### config.mk
export PLATFORM = sky130hd
export DESIGN_NAME = irq_pin_tracker
export DESIGN_NICKNAME = d
export VERILOG_FILES = /design/src/rtl/irq_trk_pkg.sv /design/src/rtl/irq_pin_cell.sv /design/src/rtl/irq_eoi_match.sv /design/src/rtl/irq_prio_pick.sv /design/src/rtl/irq_pin_tracker.sv
export SDC_FILE = /design/constraint.sdc
export NUM_CORES = 1
export LEC_CHECK = 0
export CELL_PAD_IN_SITES_DETAIL_PLACEMENT = 0
export CELL_PAD_IN_SITES_GLOBAL_PLACEMENT = 1
export CORE_AREA = 2 2 86 88
export CTS_CLUSTER_DIAMETER = 60
export DETAILED_ROUTE_END_ITERATION = 7
export DIE_AREA = 0 0 88 90
export DONT_BUFFER_PORTS = 1
export PLACE_DENSITY = 0.81
export SYNTH_ARGS = -nofsm -noshare
export SYNTH_HDL_FRONTEND = slang
export SYNTH_SLANG_ARGS = --single-unit
### constraint.sdc
create_clock -name clk_i -period 2.1 [get_ports clk_i]
set_clock_uncertainty 0.1 [all_clocks]
set_input_delay 0.42 -clock clk_i [delete_from_list [all_inputs] [get_ports clk_i]]
set_output_delay 0.42 -clock clk_i [all_outputs]
set_load 0.05 [all_outputs]
### src/rtl/irq_trk_pkg.sv
`timescale 1ns/1ps
package irq_trk_pkg;
  typedef struct packed {
    logic pol;
    logic lvl;
    logic mask;
  } pin_cfg_t;
endpackage

### src/rtl/irq_pin_cell.sv
`timescale 1ns/1ps
module irq_pin_cell
  import irq_trk_pkg::*;
(
  input  logic     clk_i,
  input  logic     rst_ni,
  input  logic     raw_i,
  input  pin_cfg_t cfg_i,
  input  logic     grant_i,
  input  logic     ack_i,
  input  logic     eoi_hit_i,
  input  logic     reservice_i,
  output logic     want_o,
  output logic     irr_o,
  output logic     remote_o
);
  logic eff, eff_q, irr_q, rem_q, irr_d, rem_d, rise;

  assign eff  = raw_i ^ cfg_i.pol;
  assign rise = eff & ~eff_q;

  // edge pins: servicing (granted or masked) drops the request
  always_comb begin
    if (cfg_i.lvl) irr_d = eff;
    else           irr_d = eff & (rise | (irr_q & ~grant_i & ~cfg_i.mask));
  end

  always_comb begin
    if (!cfg_i.lvl)                  rem_d = 1'b0;
    else if (grant_i && ack_i)       rem_d = 1'b1;
    else if (eoi_hit_i || reservice_i) rem_d = 1'b0;
    else                             rem_d = rem_q;
  end

  always_ff @(posedge clk_i or negedge rst_ni) begin
    if (!rst_ni) begin
      eff_q <= 1'b0;
      irr_q <= 1'b0;
      rem_q <= 1'b0;
    end else begin
      eff_q <= eff;
      irr_q <= irr_d;
      rem_q <= rem_d;
    end
  end

  assign want_o   = irr_q & ~cfg_i.mask & (~cfg_i.lvl | ~rem_q);
  assign irr_o    = irr_q;
  assign remote_o = rem_q;
endmodule

### src/rtl/irq_eoi_match.sv
`timescale 1ns/1ps
module irq_eoi_match #(
  parameter int N_PINS = 8,
  parameter int VEC_W  = 8
) (
  input  logic [N_PINS*VEC_W-1:0] vector_i,
  input  logic                    eoi_valid_i,
  input  logic [VEC_W-1:0]        eoi_vector_i,
  output logic [N_PINS-1:0]       hit_o
);
  for (genvar g = 0; g < N_PINS; g++) begin : g_cmp
    assign hit_o[g] = eoi_valid_i && (vector_i[g*VEC_W +: VEC_W] == eoi_vector_i);
  end
endmodule

### src/rtl/irq_prio_pick.sv
`timescale 1ns/1ps
module irq_prio_pick #(
  parameter int N_PINS = 8,
  localparam int IDX_W = $clog2(N_PINS)
) (
  input  logic [N_PINS-1:0] want_i,
  output logic [N_PINS-1:0] grant_o,
  output logic [IDX_W-1:0]  idx_o,
  output logic              any_o
);
  always_comb begin
    idx_o = '0;
    for (int i = N_PINS - 1; i >= 0; i--) begin
      if (want_i[i]) idx_o = IDX_W'(i);
    end
  end

  assign any_o   = |want_i;
  assign grant_o = any_o ? (N_PINS'(1) << idx_o) : '0;
endmodule

### src/rtl/irq_pin_tracker.sv
`timescale 1ns/1ps
module irq_pin_tracker
  import irq_trk_pkg::*;
#(
  parameter int N_PINS = 8,
  parameter int VEC_W  = 8
) (
  input  logic                        clk_i,
  input  logic                        rst_ni,
  input  logic [N_PINS-1:0]           level_i,
  input  logic [N_PINS-1:0]           polarity_i,
  input  logic [N_PINS-1:0]           lvl_trig_i,
  input  logic [N_PINS-1:0]           mask_i,
  input  logic [N_PINS*VEC_W-1:0]     vector_i,
  input  logic [N_PINS-1:0]           reservice_i,
  input  logic                        eoi_valid_i,
  input  logic [VEC_W-1:0]            eoi_vector_i,
  input  logic                        deliv_ack_i,
  output logic                        req_valid_o,
  output logic [$clog2(N_PINS)-1:0]   req_pin_o,
  output logic [VEC_W-1:0]            req_vector_o,
  output logic [N_PINS-1:0]           irr_o,
  output logic [N_PINS-1:0]           remote_o
);
  logic [N_PINS-1:0] want, grant, eoi_hit;

  irq_eoi_match #(.N_PINS(N_PINS), .VEC_W(VEC_W)) u_match (
    .vector_i    (vector_i),
    .eoi_valid_i (eoi_valid_i),
    .eoi_vector_i(eoi_vector_i),
    .hit_o       (eoi_hit)
  );

  for (genvar g = 0; g < N_PINS; g++) begin : g_pin
    pin_cfg_t cfg;
    assign cfg = '{pol: polarity_i[g], lvl: lvl_trig_i[g], mask: mask_i[g]};
    irq_pin_cell u_cell (
      .clk_i      (clk_i),
      .rst_ni     (rst_ni),
      .raw_i      (level_i[g]),
      .cfg_i      (cfg),
      .grant_i    (grant[g]),
      .ack_i      (deliv_ack_i),
      .eoi_hit_i  (eoi_hit[g]),
      .reservice_i(reservice_i[g]),
      .want_o     (want[g]),
      .irr_o      (irr_o[g]),
      .remote_o   (remote_o[g])
    );
  end

  irq_prio_pick #(.N_PINS(N_PINS)) u_pick (
    .want_i (want),
    .grant_o(grant),
    .idx_o  (req_pin_o),
    .any_o  (req_valid_o)
  );

  assign req_vector_o = vector_i[req_pin_o*VEC_W +: VEC_W];
endmodule

# Word-level counts from Yosys, hierarchy flattened
# Cells that the tools add are included.
# W data, S select, Z words.
[totals]
word_cells = 220
n_memories = 0
rom_bits = 0
in_bits = 116
reg_bits = 24
latch_bits = 0
ramBits = 0
[classes]
n_eq_ne = 16
n_reduce_logical = 25
mul = 0
n_mux = 41
order_cmp = 0
bitwise_logic = 112
addsub = 0
shifts = 2
n_div = 0
[ops]
columns = ["cell", "n"]
rows = [
  ["$eq A8 B8 Y1", 8],
  ["$shiftx A64 B7 Y8", 1],
  ["$and A1 B1 Y1", 48],
  ["$not A1 Y1", 40],
  ["$mux W1", 32],
  ["$mux W3", 8],
  ["$ne A3 B1 Y1 const B", 8],
  ["$logic_and A1 B1 Y1", 16],
  ["$or A1 B1 Y1", 16],
  ["$logic_or A1 B1 Y1", 8],
  ["$mux W8", 1],
  ["$reduce_or A8 Y1", 1],
  ["$shl A1 B3 Y8 const A", 1],
  ["$xor A1 B1 Y1", 8],
]

# Longest topological paths before layout
[depth]
depth_word = 19
mapped_depth = 8
mapped_depth_nobuf = 7

# Modules after synthesis
# Synthesis repeated with hierarchy kept, for this count alone.
[hier_totals]
cells_unflattened = 255
area_unflattened_um2 = 2627.5
[by_module_without_submodules]
columns = ["module", "n_inst", "cells_per_inst", "area_per_inst_um2", "seq_area_each_um2"]
rows = [
  ["irq_pin_cell", 8, 12, 135.1, 75.1],
  ["irq_eoi_match", 1, 105, 854.6, 0.0],
  ["irq_pin_tracker", 1, 29, 550.5, 0.0],
  ["irq_prio_pick", 1, 25, 141.4, 0.0],
]

# Worst setup path after synthesis
# OpenSTA, ideal clock, no wires.
[synth_path]
path_type = "in2out"
start = "in mask_i[7]"
end = "out req_vector_o[0]"
required_time_ps = 1580
path_buffers = 1
t_arrival_ps = 3060
path_stages = 8
setup_slack_ps = -1480
path_cell_list = "nand2b_1 -> a2bb2oi_4 -> o21ai_4 -> nand2_4 -> inv_4 -> clkbuf_4 -> a211oi_1 -> nor4_1"
[synth_via]
elab_chain_cells = 12
[synth_lines]
columns = ["element", "line", "text"]
rows = [
  ["from (decl)", "irq_pin_tracker.sv:13", "input logic [N_PINS-1:0] mask_i,"],
  ["$not A1 Y1", "irq_pin_cell.sv:47", "assign want_o = irr_q & ~cfg_i.mask & (~cfg_i.lvl | ~rem_q);"],
  ["$and A1 B1 Y1 (2 in series)", "irq_pin_cell.sv:47", ""],
  ["$mux W3 (8 in series)", "irq_prio_pick.sv:14", "if (want_i[i]) idx_o = IDX_W'(i);"],
  ["net req_pin_o[1]", "irq_pin_tracker.sv:20", "output logic [$clog2(N_PINS)-1:0] req_pin_o,"],
  ["$shiftx A64 B7 Y8", "irq_pin_tracker.sv:59", "assign req_vector_o = vector_i[req_pin_o*VEC_W +: VEC_W];"],
  ["to (decl)", "irq_pin_tracker.sv:21", "output logic [VEC_W-1:0] req_vector_o,"],
]
# The timed path passes the listed nets, and every way through them passes these cells.

# Final worst setup path
[layout_path]
start = "reg g_pin[3].u_cell.irr_q"
end = "out req_vector_o[3]"
[layout_via]
elab_chain_cells = 7
[layout_lines]
columns = ["element", "line", "text"]
rows = [
  ["from (decl)", "irq_pin_cell.sv:17", "logic eff, eff_q, irr_q, rem_q, irr_d, rem_d, rise;"],
  ["from (signal assigned)", "irq_pin_cell.sv:42", "irr_q <= irr_d;"],
  ["$and A1 B1 Y1 (2 in series)", "irq_pin_cell.sv:47", ""],
  ["$mux W3 (4 in series)", "irq_prio_pick.sv:14", ""],
  ["$shiftx A64 B7 Y8", "irq_pin_tracker.sv:59", ""],
]
# No other way between the ends.

==> metrics <==
outcome complete, but fails checks; violations in the final reports negative setup slack; max-slew violation total from the final report 0; origin of the worst min-delay path level_i[0]; worst rel slew slack 0.723; Critical Path Start Type register; met1 track demand over resource in global routing 0.306; total track usage 0.262; final cell area excluding filler cells around 4300 sq um; Post-synth EDFFs 0; most common cell after layout, fill and taps aside sky130_fd_sc_hd__buf_4; cell family with most CP delay compound AO/OA/AOI/OAI gates; maximum net fanout on the critical path 6; routed len/inst 22.2 um; total power divided by cell area between 600 and 700 nW/um^2; achievable frequency about 0.35 GHz; relative area change from synthesis to final layout 49.1%; predominant post-synthesis flop cell sky130_fd_sc_hd__dfrtp_1; cell count after placement 461; post-synthesis cell count around 320; final count of negative-setup-slack endpoints 17; count of input and output buffers 0; pin slew with the least headroom to its limit ~0.41 ns; met2 GRT Util 0.443; library cells used by synthesis 64; type of the worst min-delay path input port to register; DRC errors left 0; post-synthesis sequential element count 24; number of I/O pins 144; Std-Cell Rows 31; met3 Track Usage GR 0.0918; end of the worst register-to-register path g_pin[5].u_cell.remote_o; worst hold slack after final layout approximately 0.14 ns; placed instance area roughly 3600 sq um; share of post-route cells with drive strength above 1 0.448; number of nets in the layout slightly above 500; Critical Path End Type output pin; number of synthesis warnings 0; commonest cells after routing, fill and taps aside sky130_fd_sc_hd__buf_4 (66), sky130_fd_sc_hd__xor2_1 (60), sky130_fd_sc_hd__dfrtp_1 (24); Critical Path Sink req_vector_o[3]; routed vias roughly 2900; Layout Cells excl Fill 485; Pleak about 1.7 nW; sum of overflow across all layers after global routing 0; standard cell with the maximum stage delay on the critical path sky130_fd_sc_hd__a221o_1; Clk Latency, worst-skew pair around 0.27 ns; busiest grt layer met2; Worst Setup Path Type register to output pin; r2r setup slk -0.04 ns; number of global-route vias before repair approximately 3100; Core Region between 7000 and 8000 sq um; clock slew at the register clock pins of the worst setup and hold paths 0.08 ns; global-route wire length before repair roughly 16 mm; maximum VDD drop between 0.0003 and 0.0004 V; cell chosen for the clock root sky130_fd_sc_hd__clkbuf_8; critical path required time 1.58 ns; Pre-Repair DR Iteration Count 4; setup repair after global routing missed its margin yes; delay of the slowest cell on the worst path roughly 0.39 ns; Vias/cell just under 6; H-tree Lvls 1; maximum buffer depth of the clock tree 2; pin count of the biggest net entering global routing 25; antenna violations before repair 0; starting density of the core 0.408; WP buf/inv 3; Max-Cap Viols 0; aggregate routed wire length ~11 mm; minimum clock period ~2.9 ns; number of buffers added by the clock tree synthesis step 3; final weighted congestion of routability-driven global placement approximately 0.88; CP cell instances nor2b_4, a221o_1, o211a_4, a21boi_4, buf_12, buf_4, a2111oi_4, nor4_4, buf_12; crit path DAT 2.38 ns; Antenna Diode Count 0; setup slack of the critical path after layout -0.795 ns; HPWL after DPL ~8.0 mm; die span in x about 90 um; Final Hold Fails 0; critical path depth 9; depth of the most critical reg-to-reg path 9; worst hold path depth 1; share of async-settable or async-resettable flops after synthesis 1.00; Syn Nets approximately 440; DIE HEIGHT roughly 90 um; Initial DRC Count 128; clock sink count 24; post-synthesis instance area about 2900 sq um; reg-to-reg critical path startpoint g_pin[6].u_cell.irr_o; sequential share of the synthesized area 0.210; area enclosed by the die boundary 7920 sq um; Post-Syn Area per Cell 8.98 sq um; CTS tree yes; most repeated library cell on the critical path sky130_fd_sc_hd__buf_12; start point of the critical path g_pin[3].u_cell.irr_o; Tcrit/Tclk final 1.38; ANT nets after route 0
==> sequential cells by signal, indices dropped and copies added, names as in the netlist <==
signal                 cells
g_pin.u_cell.eff_q         8
g_pin.u_cell.irr_o         8
g_pin.u_cell.remote_o      8
==> worst reg2reg max path, stage by stage (launching register included) <==
cell and delay [ns]:
sky130_fd_sc_hd__dfrtp_1 0.38, sky130_fd_sc_hd__and2b_2 0.24, sky130_fd_sc_hd__a211oi_4 0.31, sky130_fd_sc_hd__o211ai_4 0.15
sky130_fd_sc_hd__buf_6 0.15, sky130_fd_sc_hd__a21oi_4 0.21, sky130_fd_sc_hd__buf_6 0.15, sky130_fd_sc_hd__buf_12 0.13
sky130_fd_sc_hd__nand4_1 0.11, sky130_fd_sc_hd__a21boi_2 0.14
==> power breakdown <==
| part | leakage [nW] | internal [mW] | total (mW) | switching, mW |
|---|---|---|---|---|
| registers | 0.302 | 0.501 | 0.521 | 0.0200 |
| logic | 1.38 | 1.01 | 2.09 | 1.08 |
| clock network | 0.0216 | 0.129 | 0.272 | 0.144 |
==> what timing repair did <==
item | in CTS | in global routing
hold buffers | 2 | 0
resized for setup | 56 | 40
cloned | 2 | 1
endpoints found under the hold margin | 24 | 0
setup endpoints to repair | 19 | 19
pin swaps | 19 | 22
setup buffers | 12 | 11
==> worst min-delay path by stage <==
stage                     slack, ns                     to
final                          0.14  g_pin[0].u_cell.eff_q
after global placement         0.03  g_pin[4].u_cell.irr_o
after CTS                      0.14  g_pin[5].u_cell.eff_q
after global routing           0.14  g_pin[5].u_cell.eff_q
after detailed placement       0.03  g_pin[7].u_cell.irr_o
after floorplan                0.02  g_pin[0].u_cell.eff_q
==> through the flow <==
| step | utilization | power, mW | setup TNS [ns] | worst slack, ns |
|---|---|---|---|---|
| after floorplan | - | 1.62 | -3.61 | -0.491 |
| after global placement | 0.509 | 2.15 | -4.35 | -0.536 |
| after detailed placement | 0.509 | 2.17 | -4.97 | -0.574 |
| after global routing | 0.608 | 3.00 | -8.10 | -0.860 |
| final | 0.608 | 2.88 | -6.74 | -0.795 |
| after CTS | 0.573 | 2.71 | -6.55 | -0.762 |
==> routing by layer <==
metal | part of all wire | routed length [um]
met2 | 0.51 | 5470
met5 | 0 | 0
met3 | 0.11 | 1140
met4 | 0.029 | 318
met1 | 0.36 | 3850
==> final cells by class <==
cell class                 instances  area (sq um)
clock buffer                       3          41.3
fill                             556          2750
multi-input combinational        255          2490
sequential                        24           601
timing repair buffer              96           972
tap                               99           124
timing repair inverter             1          8.76
inverter                           7          33.8
==> cell usage after synthesis, types with 5 or more instances <==
master	count	area share
sky130_fd_sc_hd__xor2_1	60	0.18
sky130_fd_sc_hd__a211oi_1	20	0.052
sky130_fd_sc_hd__nand2b_1	5	0.011
sky130_fd_sc_hd__nor3_1	8	0.014
sky130_fd_sc_hd__clkbuf_1	8	0.010
sky130_fd_sc_hd__dfrtp_1	24	0.21
sky130_fd_sc_hd__nand4_1	12	0.026
sky130_fd_sc_hd__buf_2	6	0.010
sky130_fd_sc_hd__inv_1	6	0.0079
sky130_fd_sc_hd__buf_4	16	0.042
sky130_fd_sc_hd__nand3b_1	6	0.016
sky130_fd_sc_hd__a21boi_0	19	0.050
sky130_fd_sc_hd__nor4_1	12	0.026
sky130_fd_sc_hd__nand2_1	10	0.013
sky130_fd_sc_hd__nor2b_1	7	0.015
sky130_fd_sc_hd__and3_1	12	0.026
sky130_fd_sc_hd__xnor2_1	12	0.037
==> logic make-up (layout without fill, tap and decap cells) <==
| logic type | Yosys count | count (layout) | share of synthesized area |
|---|---|---|---|
| AO/OA/AOI/OAI | 88 | 88 | 0.277 |
| XOR/XNOR | 72 | 72 | 0.220 |
| buffers and inverters | 41 | 107 | 0.0852 |
| flip-flops | 24 | 24 | 0.210 |
| multiplexers | 4 | 4 | 0.0140 |
| AND/OR/NAND/NOR | 90 | 91 | 0.194 |
No activity file was read; power rests on OpenSTA's default activity.
